`src/rtl/rtc_cal_pkg.sv`:
```
package rtc_cal_pkg;

    localparam int NUM_FIELDS = 8;
    localparam int BCD_W      = 8;

    localparam int F_SEC  = 0;
    localparam int F_MIN  = 1;
    localparam int F_HOUR = 2;
    localparam int F_DOW  = 3;
    localparam int F_DOM  = 4;
    localparam int F_MON  = 5;
    localparam int F_YEAR = 6;
    localparam int F_CENT = 7;

    typedef logic [NUM_FIELDS-1:0][BCD_W-1:0] cal_vec_t;

    typedef enum logic [1:0] {
        ST_RUN     = 2'd0,
        ST_REFRESH = 2'd1,
        ST_FROZEN  = 2'd2,
        ST_COMMIT  = 2'd3
    } seq_state_t;

    function automatic logic [7:0] bcd_inc(input logic [7:0] v);
        if (v[3:0] >= 4'd9)
            return (v[7:4] >= 4'd9) ? 8'h00 : {v[7:4] + 4'd1, 4'd0};
        return {v[7:4], v[3:0] + 4'd1};
    endfunction

    function automatic logic [7:0] bcd_to_bin(input logic [7:0] v);
        return ({4'd0, v[7:4]} * 8'd10) + {4'd0, v[3:0]};
    endfunction

    function automatic logic leap_year(input logic [7:0] yr, input logic [7:0] cent);
        logic [7:0] yb;
        logic [7:0] cb;
        yb = bcd_to_bin(yr);
        cb = bcd_to_bin(cent);
        if (yb == 8'd0)
            return (cb[1:0] == 2'd0);
        return (yb[1:0] == 2'd0);
    endfunction

    function automatic logic [7:0] month_days(input logic [7:0] mon, input logic [7:0] yr,
                                              input logic [7:0] cent);
        case (mon)
            8'h02:                      return leap_year(yr, cent) ? 8'h29 : 8'h28;
            8'h04, 8'h06, 8'h09, 8'h11: return 8'h30;
            default:                    return 8'h31;
        endcase
    endfunction

    function automatic logic [7:0] field_reset(input int idx, input logic [7:0] cent);
        if (idx == F_DOW || idx == F_DOM || idx == F_MON) return 8'h01;
        if (idx == F_CENT) return cent;
        return 8'h00;
    endfunction

endpackage

```
`src/rtl/rtc_time_core.sv`:
```
module rtc_time_core
    import rtc_cal_pkg::*;
#(
    parameter logic [7:0] RESET_CENT = 8'h20
) (
    input  logic                  clk,
    input  logic                  rst_n,
    input  logic                  adv_i,
    input  logic                  commit_i,
    input  logic [NUM_FIELDS-1:0] commit_mask_i,
    input  cal_vec_t              commit_val_i,
    output cal_vec_t              live_o
);

    cal_vec_t   live_q;
    cal_vec_t   nxt;
    logic       c_sec, c_min, c_day, c_mon, c_yr, c_cent;
    logic [7:0] mlen;

    always_comb begin
        nxt   = live_q;
        mlen  = month_days(live_q[F_MON], live_q[F_YEAR], live_q[F_CENT]);
        c_sec = (live_q[F_SEC] >= 8'h59);
        nxt[F_SEC] = c_sec ? 8'h00 : bcd_inc(live_q[F_SEC]);
        c_min = c_sec && (live_q[F_MIN] >= 8'h59);
        if (c_sec)
            nxt[F_MIN] = c_min ? 8'h00 : bcd_inc(live_q[F_MIN]);
        c_day = c_min && (live_q[F_HOUR] >= 8'h23);
        if (c_min)
            nxt[F_HOUR] = c_day ? 8'h00 : bcd_inc(live_q[F_HOUR]);
        c_mon = c_day && (live_q[F_DOM] >= mlen);
        if (c_day) begin
            nxt[F_DOW] = (live_q[F_DOW] >= 8'h07 || live_q[F_DOW] == 8'h00)
                         ? 8'h01 : bcd_inc(live_q[F_DOW]);
            nxt[F_DOM] = c_mon ? 8'h01 : bcd_inc(live_q[F_DOM]);
        end
        c_yr = c_mon && (live_q[F_MON] >= 8'h12);
        if (c_mon)
            nxt[F_MON] = c_yr ? 8'h01 : bcd_inc(live_q[F_MON]);
        c_cent = c_yr && (live_q[F_YEAR] >= 8'h99);
        if (c_yr)
            nxt[F_YEAR] = c_cent ? 8'h00 : bcd_inc(live_q[F_YEAR]);
        if (c_cent)
            nxt[F_CENT] = bcd_inc(live_q[F_CENT]);
    end

    always_ff @(posedge clk) begin
        if (!rst_n) begin
            for (int f = 0; f < NUM_FIELDS; f++)
                live_q[f] <= field_reset(f, RESET_CENT);
        end else if (commit_i) begin
            for (int f = 0; f < NUM_FIELDS; f++)
                if (commit_mask_i[f])
                    live_q[f] <= commit_val_i[f];
        end else if (adv_i) begin
            live_q <= nxt;
        end
    end

    assign live_o = live_q;

    AST_LIVE_ONLY_ON_EVENT: assert property (@(posedge clk) disable iff (!rst_n)
        (!adv_i && !commit_i) |=> $stable(live_q)) else $error("running counters moved");

endmodule

```
`src/rtl/rtc_seq_fsm.sv`:
```
module rtc_seq_fsm
    import rtc_cal_pkg::*;
(
    input  logic clk,
    input  logic rst_n,
    input  logic tick_i,
    input  logic hold_i,
    input  logic dirty_any_i,
    output logic adv_o,
    output logic refresh_o,
    output logic commit_o,
    output logic frozen_o
);

    seq_state_t state_q, state_d;
    logic       tick_pend_q;
    logic       eff_tick;

    assign eff_tick = tick_i || tick_pend_q;

    always_ff @(posedge clk) begin
        if (!rst_n) begin
            state_q     <= ST_RUN;
            tick_pend_q <= 1'b0;
        end else begin
            state_q     <= state_d;
            tick_pend_q <= (state_q == ST_COMMIT) && eff_tick;
        end
    end

    always_comb begin
        state_d = state_q;
        unique case (state_q)
            ST_RUN: begin
                if (eff_tick)    state_d = ST_REFRESH;
                else if (hold_i) state_d = ST_FROZEN;
            end
            ST_REFRESH: begin
                if (hold_i)        state_d = ST_FROZEN;
                else if (eff_tick) state_d = ST_REFRESH;
                else               state_d = ST_RUN;
            end
            ST_FROZEN: begin
                if (!hold_i) state_d = dirty_any_i ? ST_COMMIT : ST_REFRESH;
            end
            ST_COMMIT: state_d = ST_REFRESH;
            default:   state_d = ST_RUN;
        endcase
    end

    always_comb begin
        adv_o     = eff_tick && (state_q != ST_COMMIT);
        refresh_o = (state_q == ST_REFRESH);
        commit_o  = (state_q == ST_COMMIT);
        frozen_o  = (state_q == ST_FROZEN);
    end

    AST_TICK_NOT_LOST: assert property (@(posedge clk) disable iff (!rst_n)
        (commit_o && tick_i) |=> adv_o) else $error("tick dropped in commit");

endmodule

```
`src/rtl/rtc_shadow_regs.sv`:
```
module rtc_shadow_regs
    import rtc_cal_pkg::*;
#(
    parameter int         ADDR_W     = 4,
    parameter int         CTRL_ADDR  = 14,
    parameter int         HOLD_BIT   = 3,
    parameter logic [7:0] RESET_CENT = 8'h20
) (
    input  logic                  clk,
    input  logic                  rst_n,
    input  logic                  we_i,
    input  logic [ADDR_W-1:0]     addr_i,
    input  logic [7:0]            wdata_i,
    input  logic                  refresh_i,
    input  logic                  frozen_i,
    input  cal_vec_t              live_i,
    output cal_vec_t              vis_o,
    output logic [NUM_FIELDS-1:0] dirty_o,
    output logic                  hold_o,
    output logic [7:0]            rdata_o
);

    localparam logic [ADDR_W-1:0] CTRL_A = ADDR_W'(CTRL_ADDR);

    cal_vec_t              vis_q;
    logic [NUM_FIELDS-1:0] dirty_q;
    logic [NUM_FIELDS-1:0] field_wr;
    logic                  hold_q;

    for (genvar g = 0; g < NUM_FIELDS; g++) begin : g_dec
        assign field_wr[g] = we_i && frozen_i && (addr_i == ADDR_W'(g));
    end

    always_ff @(posedge clk) begin
        if (!rst_n) begin
            for (int f = 0; f < NUM_FIELDS; f++)
                vis_q[f] <= field_reset(f, RESET_CENT);
            dirty_q <= '0;
            hold_q  <= 1'b0;
        end else begin
            if (refresh_i) begin
                vis_q   <= live_i;
                dirty_q <= '0;
            end else begin
                for (int f = 0; f < NUM_FIELDS; f++)
                    if (field_wr[f]) begin
                        vis_q[f]   <= wdata_i;
                        dirty_q[f] <= 1'b1;
                    end
            end
            if (we_i && addr_i == CTRL_A)
                hold_q <= wdata_i[HOLD_BIT];
        end
    end

    always_comb begin
        rdata_o = 8'h00;
        for (int f = 0; f < NUM_FIELDS; f++)
            if (addr_i == ADDR_W'(f))
                rdata_o = vis_q[f];
        if (addr_i == CTRL_A)
            rdata_o = 8'(hold_q) << HOLD_BIT;
    end

    assign vis_o   = vis_q;
    assign dirty_o = dirty_q;
    assign hold_o  = hold_q;

    AST_FROZEN_STABLE: assert property (@(posedge clk) disable iff (!rst_n)
        (frozen_i && !(|field_wr)) |=> $stable(vis_q)) else $error("frozen copy moved");
    AST_IDLE_WRITE_IGNORED: assert property (@(posedge clk) disable iff (!rst_n)
        (!frozen_i && !refresh_i) |=> $stable(vis_q)) else $error("copy moved outside freeze");
    AST_STAGE_ONLY_FROZEN: assert property (@(posedge clk) disable iff (!rst_n)
        $rose(|dirty_q) |-> $past(frozen_i)) else $error("staged byte outside freeze");

endmodule

```
`src/rtl/rtc_calendar.sv`:
```
module rtc_calendar
    import rtc_cal_pkg::*;
#(
    parameter int         ADDR_W     = 4,
    parameter int         CTRL_ADDR  = 14,
    parameter int         HOLD_BIT   = 3,
    parameter logic [7:0] RESET_CENT = 8'h20
) (
    input  logic              clk,
    input  logic              rst_n,
    input  logic              tick_1hz_i,
    input  logic              bus_we_i,
    input  logic [ADDR_W-1:0] bus_addr_i,
    input  logic [7:0]        bus_wdata_i,
    output logic [7:0]        bus_rdata_o
);

    logic                  adv, refresh, commit, frozen, hold;
    logic [NUM_FIELDS-1:0] dirty;
    cal_vec_t              live, vis;

    rtc_seq_fsm u_seq (
        .clk         (clk),
        .rst_n       (rst_n),
        .tick_i      (tick_1hz_i),
        .hold_i      (hold),
        .dirty_any_i (|dirty),
        .adv_o       (adv),
        .refresh_o   (refresh),
        .commit_o    (commit),
        .frozen_o    (frozen)
    );

    rtc_time_core #(.RESET_CENT(RESET_CENT)) u_core (
        .clk           (clk),
        .rst_n         (rst_n),
        .adv_i         (adv),
        .commit_i      (commit),
        .commit_mask_i (dirty),
        .commit_val_i  (vis),
        .live_o        (live)
    );

    rtc_shadow_regs #(
        .ADDR_W     (ADDR_W),
        .CTRL_ADDR  (CTRL_ADDR),
        .HOLD_BIT   (HOLD_BIT),
        .RESET_CENT (RESET_CENT)
    ) u_regs (
        .clk       (clk),
        .rst_n     (rst_n),
        .we_i      (bus_we_i),
        .addr_i    (bus_addr_i),
        .wdata_i   (bus_wdata_i),
        .refresh_i (refresh),
        .frozen_i  (frozen),
        .live_i    (live),
        .vis_o     (vis),
        .dirty_o   (dirty),
        .hold_o    (hold),
        .rdata_o   (bus_rdata_o)
    );

endmodule

```
`config.mk`:
```
export PLATFORM = sky130hd
export DESIGN_NAME = rtc_calendar
export DESIGN_NICKNAME = d
export VERILOG_FILES = /design/src/rtl/rtc_cal_pkg.sv /design/src/rtl/rtc_time_core.sv /design/src/rtl/rtc_seq_fsm.sv /design/src/rtl/rtc_shadow_regs.sv /design/src/rtl/rtc_calendar.sv
export SDC_FILE = /design/constraint.sdc
export NUM_CORES = 1
export LEC_CHECK = 0
export ABC_CLOCK_PERIOD_IN_PS = 3650
export BUFFER_PORTS_ARGS = -buffer_cell sky130_fd_sc_hd__buf_2
export CAP_MARGIN = 40
export CORE_ASPECT_RATIO = 1.4
export CORE_UTILIZATION = 45
export DETAILED_ROUTE_END_ITERATION = 10
export GPL_ROUTABILITY_DRIVEN = 1
export SETUP_SLACK_MARGIN = 0.02
export SLEW_MARGIN = 10
export SYNTH_ARGS = -nofsm -noshare
export SYNTH_HDL_FRONTEND = slang
export SYNTH_SLANG_ARGS = --single-unit
```
`constraint.sdc`:
```
create_clock -name clk -period 3.65 [get_ports clk]
set_clock_uncertainty 0.1 [all_clocks]
set_input_delay 0.5475 -clock clk [delete_from_list [all_inputs] [get_ports clk]]
set_output_delay 0.5475 -clock clk [all_outputs]
set_load 0.02 [all_outputs]
```
# After elaboration in Yosys (flattened, before gate mapping)
# Cells that the tools add are included.
dict set report word_totals {
  register_bits 140
  out_inout_bits 8
  elab_cells 274
}
dict set report classes {
  add_sub_neg 18
  n_mul 2
  n_lt_le_gt_ge 23
  eq_ne 39
  n_mux 99
  n_bitwise 1
  n_reduce_logical 57
}
# cell count
set op_table {}
lappend op_table {{$mux W8} 61}
lappend op_table {{$mux W64} 5}
lappend op_table {{$add A4 B1 Y4 const B} 16}
lappend op_table {{$ge A4 B4 Y1 const B} 16}
lappend op_table {{$ne A3 B1 Y1 const B} 10}
lappend op_table {{$reduce_and A4 Y1} 7}
lappend op_table {{$mux W1} 24}
lappend op_table {{$reduce_and A3 Y1} 8}
lappend op_table {{$logic_and A1 B1 Y1} 17}
lappend op_table {{$eq A4 B3 Y1 const B} 4}
lappend op_table {{$eq A8 B3 Y1 const B} 2}
lappend op_table {{$ge A8 B7 Y1 const B} 2}
lappend op_table {{$logic_not A8 Y1} 2}
lappend op_table {{$mux W16} 1}
lappend op_table {{$pmux W8 S2} 1}
lappend op_table {{$reduce_bool A2 Y1} 8}
lappend op_table {{$ne A3 B2 Y1 const B} 4}
lappend op_table {{$ne A4 B1 Y1 const B} 3}
lappend op_table {{$reduce_bool A3 Y1} 4}
lappend op_table {{$mux W2} 5}
lappend op_table {{$add A8 B4 Y8} 1}
lappend op_table {{$eq A4 B2 Y1 const B} 2}
lappend op_table {{$eq A8 B2 Y1 const B} 1}
lappend op_table {{$eq A8 B4 Y1 const B} 1}
lappend op_table {{25 further kinds} 34}

# Longest topological paths before layout
dict set report depth {
  depth_word 19
  ltp_mapped 16
  mapped_depth_nobuf 15
}

# Modules after synthesis
# A second synthesis with hierarchy kept.
dict set report hier_totals {
  hier_cells 954
  hier_area_um2 8831.0
}
# mod n_inst cells_per_inst area_per_inst_um2
set by_module_without_submodules {}
lappend by_module_without_submodules {rtc_time_core 1 535 4808.4}
lappend by_module_without_submodules {rtc_shadow_regs 1 400 3861.2}
lappend by_module_without_submodules {rtc_seq_fsm 1 16 145.1}
lappend by_module_without_submodules {rtc_calendar 1 3 16.3}

# Worst setup path before layout
# OpenSTA, ideal clock, no wires.
dict set report synth_path {
  kind {flip-flop to flip-flop}
  start {reg u_core.live_q (netlist bit u_core.live_o[53])}
  end {reg u_core.live_q (netlist bit u_core.live_o[44]) (enable)}
  t_arrival_ps 3545
  t_required_ps 3260
  path_slack_ps -284
  stages_incl_launch_ff 16
  path_buffers 0
  path_cell_list {dfxtp_1 ha_1 ha_1 fa_1 nand2_1 nor4_1 a21oi_1 o21ai_0 mux2i_1 ha_1 or4b_1 a211oi_2 a21oi_1 and2_1 nor3_2 a31oi_1}
}
dict set report synth_via {
  elab_chain_len 14
}
# element line
set synth_rtl {}
lappend synth_rtl {{from (decl)} rtc_time_core.sv:15} ;# cal_vec_t live_q;
lappend synth_rtl {{from (signal, indexed assignment)} rtc_time_core.sv:50} ;# live_q[f] <= field_reset(f, RESET_CENT);
lappend synth_rtl {{from (signal, indexed assignment)} rtc_time_core.sv:54} ;# live_q[f] <= commit_val_i[f];
lappend synth_rtl {{from (signal assigned)} rtc_time_core.sv:56} ;# live_q <= nxt;
lappend synth_rtl {{$mul A4 B3 Y7 (*)} rtc_cal_pkg.sv:31} ;# return ({4'd0, v[7:4]} * 8'd10) + {4'd0, v[3:0]};
lappend synth_rtl {{$add A8 B4 Y8 (*)} rtc_cal_pkg.sv:31}
lappend synth_rtl {{$logic_not A8 Y1 (*)} rtc_cal_pkg.sv:39} ;# if (yb == 8'd0)
lappend synth_rtl {{$mux W1 (*)} rtc_cal_pkg.sv:39}
lappend synth_rtl {{$mux W1 (*)} rtc_cal_pkg.sv:46} ;# case (mon)
lappend synth_rtl {{$mux W1 (*)} rtc_cal_pkg.sv:41} ;# return (yb[1:0] == 2'd0);
lappend synth_rtl {{$mux W1 (*)} rtc_cal_pkg.sv:46}
lappend synth_rtl {{$mux W1 (*)} rtc_cal_pkg.sv:47} ;# 8'h02: return leap_year(yr, cent) ? 8'h29 : 8'h28;
lappend synth_rtl {{$pmux W8 S2 (*)} rtc_cal_pkg.sv:46}
lappend synth_rtl {{$ge A8 B8 Y1 (*)} rtc_time_core.sv:31} ;# c_mon = c_day && (live_q[F_DOM] >= mlen);
lappend synth_rtl {{$logic_and A1 B1 Y1 (*)} rtc_time_core.sv:31}
lappend synth_rtl {{$logic_and A1 B1 Y1} rtc_time_core.sv:37} ;# c_yr = c_mon && (live_q[F_MON] >= 8'h12);
lappend synth_rtl {{$ne A4 B1 Y1 (no source line)} -}
lappend synth_rtl {{$reduce_and A4 Y1 (no source line) (*)} -}
# Mark *: on every way between the ends. The rest lies on a longest branch, timed or not. The select of a mux whose other input is x is not followed.
# A chain may end at the register's enable or synchronous reset.

# Worst setup path in the final report
dict set report layout_path {
  start {reg u_core.live_q (netlist bit u_core.live_o[53])}
  end {reg u_core.live_q (netlist bit u_core.live_o[43]), data pin}
}
dict set report layout_via {
  elab_chain_len 17
}
# element line
set layout_rtl {}
lappend layout_rtl {{$mul A4 B3 Y7} rtc_cal_pkg.sv:31}
lappend layout_rtl {{$add A8 B4 Y8} rtc_cal_pkg.sv:31}
lappend layout_rtl {{$logic_not A8 Y1} rtc_cal_pkg.sv:39}
lappend layout_rtl {{$mux W1} rtc_cal_pkg.sv:39}
lappend layout_rtl {{$mux W1} rtc_cal_pkg.sv:46}
lappend layout_rtl {{$mux W1} rtc_cal_pkg.sv:41}
lappend layout_rtl {{$mux W1} rtc_cal_pkg.sv:46}
lappend layout_rtl {{$mux W1} rtc_cal_pkg.sv:47}
lappend layout_rtl {{$pmux W8 S2} rtc_cal_pkg.sv:46}
lappend layout_rtl {{$ge A8 B8 Y1} rtc_time_core.sv:31}
lappend layout_rtl {{$logic_and A1 B1 Y1} rtc_time_core.sv:31}
lappend layout_rtl {{$logic_and A1 B1 Y1} rtc_time_core.sv:37}
lappend layout_rtl {{$mux W8} rtc_time_core.sv:39} ;# nxt[F_MON] = c_yr ? 8'h01 : bcd_inc(live_q[F_MON]);
lappend layout_rtl {{$mux W8} rtc_time_core.sv:38} ;# if (c_mon)
lappend layout_rtl {{$mux W64} rtc_time_core.sv:55} ;# end else if (adv_i) begin
lappend layout_rtl {{$mux W64} rtc_time_core.sv:51} ;# end else if (commit_i) begin
lappend layout_rtl {{$mux W64} rtc_time_core.sv:48} ;# if (!rst_n) begin
# Every way passes these cells. The select of a mux whose other input is x is not followed.

==> reports/results.ini <==
[final_layout]
final_cells = 1227
final_cell_mix = nand2_1, a21oi_1, dfxtp_1, nor2_1, edfxtp_1
nets = 1053
drive_gt1_frac = 0.162
fin_util = 0.537
antennaDiodeCount = 0
area_growth_pct = 16.1
final_common_cell = nand2_1

[global_routing]
antenna_found_initial = 0
grt_start_max_net_pins = 66
grt_use_total = 0.289
grt_pass1_wl_mm = 40.7
grt.overflow.total = 0
grt_pass1_vias = 7156

[sta]
finalSetupViolations = 44
fin_ws_ns = -0.408
worst_pin_slew_ns = 0.928
period_share = 1.11
drv_slew = 0
final-hold-violation-count = 0
period_needed_ns = 4.06
timing.fmax_ghz = 0.246
relSlewSlack = 0.365
rsz0062_at_grt = yes

[power_and_ir_drop]
p_sw_frac = 0.268
pwr-share-clk = 0.436
ir_worst_vdd_mv = 0.280
p_leak_nw = 3.69
p_switching_w = 0.00101
seqPwrFrac = 0.467
p_int_w = 0.00277
p_comb_frac = 0.097
powerDensity_mw_per_mm2 = 389

[clock_tree]
insertion_delay_ns = 0.42
h-tree-depth = 4
clkSlewWorstSetupHoldPaths_ns = 0.07
root_buffer = clkbuf_16
clock_path_buffers = 2
cts_buffers = 17
cts_tree = yes
clock-sinks = 140

[route]
drc = 0
wl_mm = 26.3
drt-pass1-iter-count = 7
ant_nets = 0
routedWlPerCell_um = 21.4
drt_iter0_drc = 620
vias_per_cell = 6.00
vias = 7358

[run]
drv_cap = 0

[synth]
synthSimpleGateAreaFrac = 0.156
async_reset_ff_frac = 0
yosysWarnings = 0
ys_seq_area_frac = 0.412
ys.flop_type = dfxtp_1
muxShareOfSynthArea = 0.0256
netlist_area_mm2 = 0.00836
syn_nets = 1008
synth-xor-area-share = 0.0189
yosysTopAreaCell = edfxtp_1
synth_top_family_by_area = compound AO/OA/AOI/OAI gates
synth_cell_type_count = 72
synth_compound_area_frac = 0.248
yosys-top-cells-area = edfxtp_1, dfxtp_1, ha_1, nand2_1, a21oi_1
ys_ff_latch = 140
avgSynthCellArea_um2 = 9.00
synth_edf_count = 64
yosysTopAreaCellShare = 0.230
synthAdderAreaFrac = 0.0961
syn-instance-count = 929

[critical_path]
r2r_cells = 16
regToRegEndpoint = u_core.live_o[43]
cp_max_fo = 3
crit_chain = ha_4, ha_4, fa_1, buf_4, nor2_1, o2111ai_1, o21ai_1, mux2i_1, ha_1, or4b_4, a211oi_4, a21oi_1, and2_4, nor3_4, buf_4, a22o_1
slowest_delay_ns = 0.50
worst_ep_arrival_time_ns = 4.25
critPathKind = flop to flop
reg2reg_from = u_core.live_o[53]
startpoint_type = flop
cp-startpoint = u_core.live_o[53]
critPathSlowestCell = or4b_4
ff2ff_setup_slack_ns = -0.41
crit_required_ns = 3.84
end_kind = flop

[die]
fp-row-count = 58
core_mm2 = 0.0181
ios = 24
die_h_um = 163
initial_core_util = 0.463
dieArea_mm2 = 0.0191
die-width_um = 117

[hold_path]
hold_path_class = primary input to flop
holdCritStartpoint = tick_1hz_i
whs_path_depth = 3
holdPathEnd = u_seq.state_q[0]

[placed_design]
dp_hpwl_mm = 19.2
dp.cells = 1190
portBuffers = 23
place_congestion = 0.887

[outcome]
failed_checks = negative setup slack
status = complete, but fails checks

==> what timing repair did <==
item                                    CTS  global route
endpoints found under the setup margin   44            44
resized for setup                        13            19
pin swaps                                 7            11
hold buffers                              0             0
setup buffers                             1             5
==> synth_stat cells (all sizes together) (5+ instances only) <==
cell type  number
nor2           67
mux2i           9
and3            5
a211oi         17
xnor2           9
xor2            9
nor3           13
o21ai          46
edfxtp         64
nand2         135
o21a            8
a31oi           8
o211ai         14
inv            50
nand2b          6
a22oi          50
a221oi         11
nand3          20
nor3b           5
o31ai          17
buf             7
a32oi           5
ha             61
nor2b           9
mux2            9
dfxtp          76
a21oi          99
a22o           12
clkbuf         37
==> registers in the layout (all words and copies together) (netlist names) <==
signal	flops
u_regs.vis_o	64
u_core.live_o	64
u_seq.state_q	2
u_regs.hold_o	1
u_seq.tick_pend_q	1
u_regs.dirty_o	8
==> layout make-up <==
| type | instances | area [um^2] |
|---|---|---|
| fill | 1703 | 8360 |
| multi-input combinational | 695 | 4720 |
| sequential | 140 | 3450 |
| timing repair buffer | 70 | 493 |
| clock buffer | 21 | 473 |
| tap | 240 | 300 |
| inverter | 50 | 188 |
| clock inverter | 11 | 85.1 |
==> worst max path at each step <==
stage                                    to  slack [ns]  cells past startpoint
final                     u_core.live_o[43]       -0.41                     16
after global routing      u_core.live_o[48]       -0.64                     16
after global placement    u_core.live_o[54]       -0.35                     16
after floorplan           u_core.live_o[44]       -0.12                     15
after CTS                 u_core.live_o[54]       -0.37                     16
after detailed placement  u_core.live_o[54]       -0.39                     16
==> layer usage <==
| metal | track usage | routed length, um | up-vias |
|---|---|---|---|
| met5 | 0 | 0 | - |
| met4 | 0.152 | 1160 | 0 |
| met3 | 0.0538 | 1460 | 62 |
| met2 | 0.492 | 13300 | 247 |
| met1 | 0.342 | 10400 | 3546 |
| li1 | - | - | 3503 |
==> power by group through the flow <==
stage | Sequential (W) | Combinational (W) | Clock, W
final | 0.00177 | 0.000367 | 0.00165
after detailed placement | 0.00180 | 0.000354 | 0
after floorplan | 0.00177 | 0.000224 | 0
after global routing | 0.00177 | 0.000399 | 0.00172
after CTS | 0.00176 | 0.000359 | 0.00167
after global placement | 0.00180 | 0.000350 | 0
==> stage by stage <==
step	TNS (ns)	cell area, um^2	hold slack, ns	setup WS [ns]	total power, W
2_1_floorplan	-1.08	8410	0.343	-0.118	0.00200
3_5_place_dp	-14.55	8980	0.365	-0.386	0.00215
3_3_place_gp	-12.55	8980	0.362	-0.347	0.00215
5_1_grt	-22.71	9710	0.396	-0.636	0.00389
6_report	-13.95	9710	0.345	-0.408	0.00378
4_1_cts	-11.12	9580	0.340	-0.367	0.00379
==> critical path, delay by kind of cell, from the launching register on <==
| kind | cells | cell delay, ns |
|---|---|---|
| flip-flops | 1 | 0.35 |
| AND/OR/NAND/NOR | 4 | 0.99 |
| adder cells (fa/ha/maj) | 4 | 1.17 |
| AO/OA/AOI/OAI | 5 | 0.90 |
| buffers and inverters | 2 | 0.30 |
| multiplexers | 1 | 0.11 |
==> cells by family after synthesis <==
| group | after synthesis |
|---|---|
| DFF | 140 |
| xor gates and xnor gates | 18 |
| buffers and inverters | 94 |
| muxes | 19 |
| adders and majority gates | 63 |
| and+or+nand+nor | 285 |
| AOI/OAI and AO/OA | 310 |
Note: power is estimated with default switching activity, not from simulation.
